## config.mk

```make
export PLATFORM = sky130hd
export DESIGN_NAME = evcap_unit
export DESIGN_NICKNAME = d
export VERILOG_FILES = /design/src/rtl/evcap_pkg.sv /design/src/rtl/evcap_edge_sync.sv /design/src/rtl/evcap_core.sv /design/src/rtl/evcap_unit.sv
export SDC_FILE = /design/constraint.sdc
export NUM_CORES = 1
export LEC_CHECK = 0
export ABC_AREA = 1
export BUFFER_PORTS_ARGS = -buffer_cell sky130_fd_sc_hd__buf_2
export CORE_UTILIZATION = 50
export DETAILED_ROUTE_END_ITERATION = 7
export HOLD_SLACK_MARGIN = 0.02
export PLACE_DENSITY = 0.79
export SLEW_MARGIN = 20
export SYNTH_ARGS = -nofsm -noshare
export SYNTH_HDL_FRONTEND = slang
export SYNTH_SLANG_ARGS = --single-unit
```

## constraint.sdc

```tcl
create_clock -name clk -period 1.6 [get_ports clk]
set_input_delay 0.24 -clock clk [delete_from_list [all_inputs] [get_ports clk]]
set_output_delay 0.24 -clock clk [all_outputs]
set_load 0.03 [all_outputs]
```

## src/rtl/evcap_pkg.sv

```systemverilog
package evcap_pkg;

    // Default geometry of the block.
    localparam int TIME_W_DEF = 32;
    localparam int WORD_W_DEF = 16;
    localparam int SEQ_W_DEF  = 8;
    localparam int SYNC_DEF   = 2;

    // Register window word addresses. The two time halves follow the status word.
    typedef enum logic [1:0] {
        WIN_CFG  = 2'd0,
        WIN_STAT = 2'd1,
        WIN_TLO  = 2'd2,
        WIN_THI  = 2'd3
    } win_addr_e;

    // Configuration word, low bits. The packed order gives bit 2, bit 1, bit 0.
    typedef struct packed {
        logic cnt_en;
        logic ovw_en;
        logic fall_sel;
    } cap_cfg_t;

    // Capture handshake flags.
    typedef struct packed {
        logic err;
        logic valid;
    } cap_flags_t;

    // Status word bit positions.
    localparam int ST_VALID = 0;
    localparam int ST_ERR   = 1;
    localparam int ST_SRC   = 2;

    // Edge match on two successive synchronized samples.
    function automatic logic edge_seen(input logic now_s, input logic prev_s, input logic fall);
        return fall ? (prev_s & ~now_s) : (now_s & ~prev_s);
    endfunction

endpackage

```

## src/rtl/evcap_edge_sync.sv

```systemverilog
module evcap_edge_sync #(
    parameter int STAGES = evcap_pkg::SYNC_DEF
) (
    input  logic clk,
    input  logic rst,
    input  logic pin,
    input  logic fall_sel,
    output logic edge_o
);
    import evcap_pkg::*;

    // STAGES synchronizer flops plus one history flop for the edge compare.
    localparam int LAST = STAGES;

    logic [LAST:0] sync_q;

    always_ff @(posedge clk) begin
        if (rst) sync_q <= '0;
        else     sync_q <= {sync_q[LAST-1:0], pin};
    end

    assign edge_o = edge_seen(sync_q[LAST-1], sync_q[LAST], fall_sel);

endmodule

```

## src/rtl/evcap_core.sv

```systemverilog
module evcap_core #(
    parameter int TIME_W = evcap_pkg::TIME_W_DEF,
    parameter int SEQ_W  = evcap_pkg::SEQ_W_DEF
) (
    input  logic              clk,
    input  logic              rst,
    input  logic              hit,
    input  logic [TIME_W-1:0] time_in,
    input  logic              ovw_en,
    input  logic              cnt_en,
    input  logic              stat_wr,
    input  logic              keep_valid,
    input  logic              keep_err,
    output logic              valid_o,
    output logic              err_o,
    output logic [TIME_W-1:0] cap_o,
    output logic [SEQ_W-1:0]  seq_o
);
    import evcap_pkg::*;

    localparam logic [SEQ_W-1:0] SEQ_MAX = '1;

    cap_flags_t        flags_q, flags_w, flags_n;
    logic [TIME_W-1:0] cap_q, cap_n;
    logic [SEQ_W-1:0]  seq_q, seq_w, seq_n;

    always_comb begin
        // The software write is applied first.
        flags_w = flags_q;
        seq_w   = seq_q;
        if (stat_wr) begin
            flags_w.valid = flags_q.valid & keep_valid;
            flags_w.err   = flags_q.err & keep_err;
            seq_w         = '0;
        end
        // The event is then applied to the written state.
        flags_n = flags_w;
        cap_n   = cap_q;
        seq_n   = seq_w;
        if (hit) begin
            if (flags_w.valid) begin
                flags_n.err = 1'b1;
                if (ovw_en) cap_n = time_in;
            end else begin
                flags_n.valid = 1'b1;
                cap_n         = time_in;
            end
            if (cnt_en && (seq_w != SEQ_MAX)) seq_n = seq_w + 1'b1;
        end
    end

    always_ff @(posedge clk) begin
        if (rst) begin
            flags_q <= '0;
            cap_q   <= '0;
            seq_q   <= '0;
        end else begin
            flags_q <= flags_n;
            cap_q   <= cap_n;
            seq_q   <= seq_n;
        end
    end

    assign valid_o = flags_q.valid;
    assign err_o   = flags_q.err;
    assign cap_o   = cap_q;
    assign seq_o   = seq_q;

endmodule

```

## src/rtl/evcap_unit.sv

```systemverilog
module evcap_unit #(
    parameter int TIME_W      = evcap_pkg::TIME_W_DEF,
    parameter int WORD_W      = evcap_pkg::WORD_W_DEF,
    parameter int SEQ_W       = evcap_pkg::SEQ_W_DEF,
    parameter int SYNC_STAGES = evcap_pkg::SYNC_DEF
) (
    input  logic              clk,
    input  logic              rst,
    input  logic [TIME_W-1:0] time_in,
    input  logic              ext_req,
    input  logic              int_trig,
    input  logic              reg_wr,
    input  logic [1:0]        reg_addr,
    input  logic [WORD_W-1:0] reg_wdata,
    output logic [WORD_W-1:0] reg_rdata
);
    import evcap_pkg::*;

    localparam int CFG_W = $bits(cap_cfg_t);

    cap_cfg_t          cfg_q;
    logic              src_int_q;
    logic              ext_edge;
    logic              evt_hit;
    logic              wr_stat;
    logic              wr_cfg;
    logic              cap_valid;
    logic              cap_err;
    logic [TIME_W-1:0] cap_time;
    logic [SEQ_W-1:0]  seq_cnt;
    logic [WORD_W-1:0] stat_word;

    assign wr_cfg  = reg_wr && (win_addr_e'(reg_addr) == WIN_CFG);
    assign wr_stat = reg_wr && (win_addr_e'(reg_addr) == WIN_STAT);

    always_ff @(posedge clk) begin
        if (rst) begin
            cfg_q     <= '0;
            src_int_q <= 1'b0;
        end else begin
            if (wr_cfg)  cfg_q     <= cap_cfg_t'(reg_wdata[CFG_W-1:0]);
            if (wr_stat) src_int_q <= reg_wdata[ST_SRC];
        end
    end

    evcap_edge_sync #(.STAGES(SYNC_STAGES)) u_sync (
        .clk      (clk),
        .rst      (rst),
        .pin      (ext_req),
        .fall_sel (cfg_q.fall_sel),
        .edge_o   (ext_edge)
    );

    assign evt_hit = src_int_q ? int_trig : ext_edge;

    evcap_core #(.TIME_W(TIME_W), .SEQ_W(SEQ_W)) u_core (
        .clk        (clk),
        .rst        (rst),
        .hit        (evt_hit),
        .time_in    (time_in),
        .ovw_en     (cfg_q.ovw_en),
        .cnt_en     (cfg_q.cnt_en),
        .stat_wr    (wr_stat),
        .keep_valid (reg_wdata[ST_VALID]),
        .keep_err   (reg_wdata[ST_ERR]),
        .valid_o    (cap_valid),
        .err_o      (cap_err),
        .cap_o      (cap_time),
        .seq_o      (seq_cnt)
    );

    always_comb begin
        stat_word                     = '0;
        stat_word[ST_VALID]           = cap_valid;
        stat_word[ST_ERR]             = cap_err;
        stat_word[ST_SRC]             = src_int_q;
        stat_word[WORD_W-1 -: SEQ_W]  = seq_cnt;
    end

    always_comb begin
        case (win_addr_e'(reg_addr))
            WIN_CFG:  reg_rdata = WORD_W'(cfg_q);
            WIN_STAT: reg_rdata = stat_word;
            WIN_TLO:  reg_rdata = cap_time[WORD_W-1:0];
            default:  reg_rdata = WORD_W'(cap_time >> WORD_W);
        endcase
    end

endmodule

```

==> results.cfg <==
[drt]
ant_nets = 0
drtPass1Iterations = 4
drc = 0
viasPerCell = 4.971
wire_per_inst_um = 11.17
drtIter0Drc = 83
vias = 2063
routed_wl_mm = 4.634

[layout]
instances_no_fill = 415
fillers = 407
nets = 419
multi_input_area_mm2 = 0.001003
drive_above_1_share_pct = 22.47
seq_area_um2 = 980.9
area_delta_synth_final_pct = 20.29
layout_common_cells = nor2_1, nand2_1, buf_2, dfxtp_1
final_common_cell = nor2_1
fin_util_pct = 63.53
antenna_cells = 0

[synth]
syn_inst = 303
synth_top_area_share_pct = 45.45
syn_nets = 358
syn_avg_cell_area_um2 = 7.123
synth_area_leaders = dfxtp_1, nor2_1, nand2_1, o21ai_1, inv_1
synthDistinctLibCells = 23
synth_area_mm2 = 0.002158
yosysSeqAreaShare_pct = 45.45
synth_seq_cells = 49
yosysTopAreaCell = dfxtp_1
yosys_warnings = 0

[timing]
rsz0062_at_grt = false
max_freq_mhz = 701.9
slew_violations = 0
worst_pin_slew_ns = 0.3049
max_slew_margin_pct = 79.67
finalWorstSetupSlack_ns = 0.1753
final.min_clock_period_ns = 1.425
setup_violations = 0
post-route-period-util_pct = 89.04
finalClockSkew_ns = 0.006288
finalHoldViolCount = 0

[clocking]
cts_tree = built
clk_latency_ns = 0.30
cts_inserted_buffers = 5
cts_hold_buf = 0
cts_buffer_depth = 2
post_cts_resized = 0
cts_setup_buffers = 0
path_clk_slew_ns = 0.09
cts.sink_count = 49
h-tree-depth = 2
cts_root_buf = clkbuf_8

[worst_setup_path]
worstRegToRegCells = 9
cp_cell_sequence = inv_1 > o211ai_1 > buf_2
critPathMaxFanout = 3
startpoint_type = register
crit_type = register to primary output
path_delay_family = flip-flops
crit_arrival_ns = 1.18
critPathMaxStageDelay_ns = 0.37
crit_cells = 3
end_kind = primary output
critPathSlowestCell = dfxtp_1
cp_num_buf_inv = 2
crit_required_ns = 1.36

[global_routing]
grt_pass1_wl_mm = 7.438
antenna_found_initial = 0
grt_pass1_vias = 1788
grt_max_degree = 33
met1_usage_pct = 26.78
busiest_layer = met2
use_met2_pct = 36.14
track_usage_pct = 21.47
met3_usage_pct = 4.730
grt-ovfl-total = 0

[status]
status = complete, no violations

[floorplan]
die_h_um = 67.70
start_util_pct = 52.82
die_w_um = 67.70
core_mm2 = 0.004086
rows = 23
die-area_mm2 = 0.004583
ioPinCount = 71

[pwr]
peakVddDrop_v = 0.0007770
power_leakage_nw = 1.187
powerDensity_mw_per_mm2 = 1002

[placement]
gp_congestion = 0.8211
pre_cts_ws_ns = -0.02381
numPlacedInstances = 407
portBuffers = 57
dp_hpwl_mm = 3.411

[flow_run]
maxCapViolCount = 0

[worst_hold_path]
min_delay_path_depth = 3
hp-class = input pin to register
[worst register-to-register path, stage by stage (launching register included)]
cell and delay [ns]:
dfxtp_1 0.32, inv_1 0.06, nand2_1 0.05, nand2_1 0.05
nand3_1 0.08, nand2_1 0.17, nand2_4 0.12, buf_4 0.21
o21ai_0 0.17, nor2_1 0.05
[final timing paths]
path	start	endpoint	slack (ns)
setup reg to reg	u_sync.sync_q[1]$_SDFF_PP0_	u_core.cap_o[21]$_SDFFE_PP0P_	0.23
hold reg to reg	u_sync.sync_q[0]$_SDFF_PP0_	u_sync.sync_q[1]$_SDFF_PP0_	0.41
setup / recovery	u_core.seq_o[3]$_SDFF_PP0_	reg_rdata[11]	0.18
hold / removal	ext_req	u_sync.sync_q[0]$_SDFF_PP0_	0.13
[cell usage after synthesis, drive strengths merged]
cell / n
a21oi: 12
dfxtp: 49
a22o: 5
nor3: 1
nand3b: 2
nor2: 76
o21ai: 38
nand3: 11
buf: 5
inv: 23
nand4: 3
o21a: 1
clkinv: 1
nand2: 61
o211ai: 4
clkbuf: 8
o2111ai: 3
[registers in the layout, indices dropped and copies added, names as in the netlist]
| name | flops |
|---|---|
| cfg_q | 3 |
| src_int_q | 1 |
| u_core.cap_o | 32 |
| u_core.err_o | 1 |
| u_core.seq_o | 8 |
| u_core.valid_o | 1 |
| u_sync.sync_q | 3 |
[kinds of logic (layout without fill, tap and decap cells)]
logic type	count (synthesis)	after routing	synth area share [%]
AO/OA/AOI/OAI	63	63	16.93
buffers and inverters	37	99	8.057
flip-flops	49	49	45.45
AND/OR/NAND/NOR	154	154	29.56
[report_power, final]
part / switching (mW) / internal (mW) / leakage [nW]
registers: 0.0501 / 1.32 / 0.401
logic: 0.293 / 0.180 / 0.734
clock network: 0.407 / 0.351 / 0.0512
total: 0.750 / 1.85 / 1.19
[layout make-up]
cell class                      instances  area share, %
Inverter                               24          3.566
Tap cell                               50          2.410
Multi-Input combinational cell        217          38.65
Clock buffer                            6          3.181
Timing Repair Buffer                   67          13.88
Sequential cell                        49          37.78
Clock inverter                          2         0.5301
[metrics by stage]
| stage | TNS (ns) | hold slack, ns | cell area (um^2) | power [mW] |
|---|---|---|---|---|
| floorplan | 0 | 0.3091 | 2158 | 1.738 |
| global placement | 0 | 0.3946 | 2499 | 1.862 |
| detailed placement | -0.1667 | 0.3990 | 2499 | 1.875 |
| CTS | 0 | 0.1318 | 2595 | 2.622 |
| global route | 0 | 0.1600 | 2596 | 2.736 |
| finish | 0 | 0.1302 | 2596 | 2.602 |
[metal layers]
metal	routed length [um]	up-vias
met1	2193	914
met5	0	-
met4	61	0
li1	-	1099
met3	216	6
met2	2163	44
Note: power is estimated with default switching activity, not from simulation.
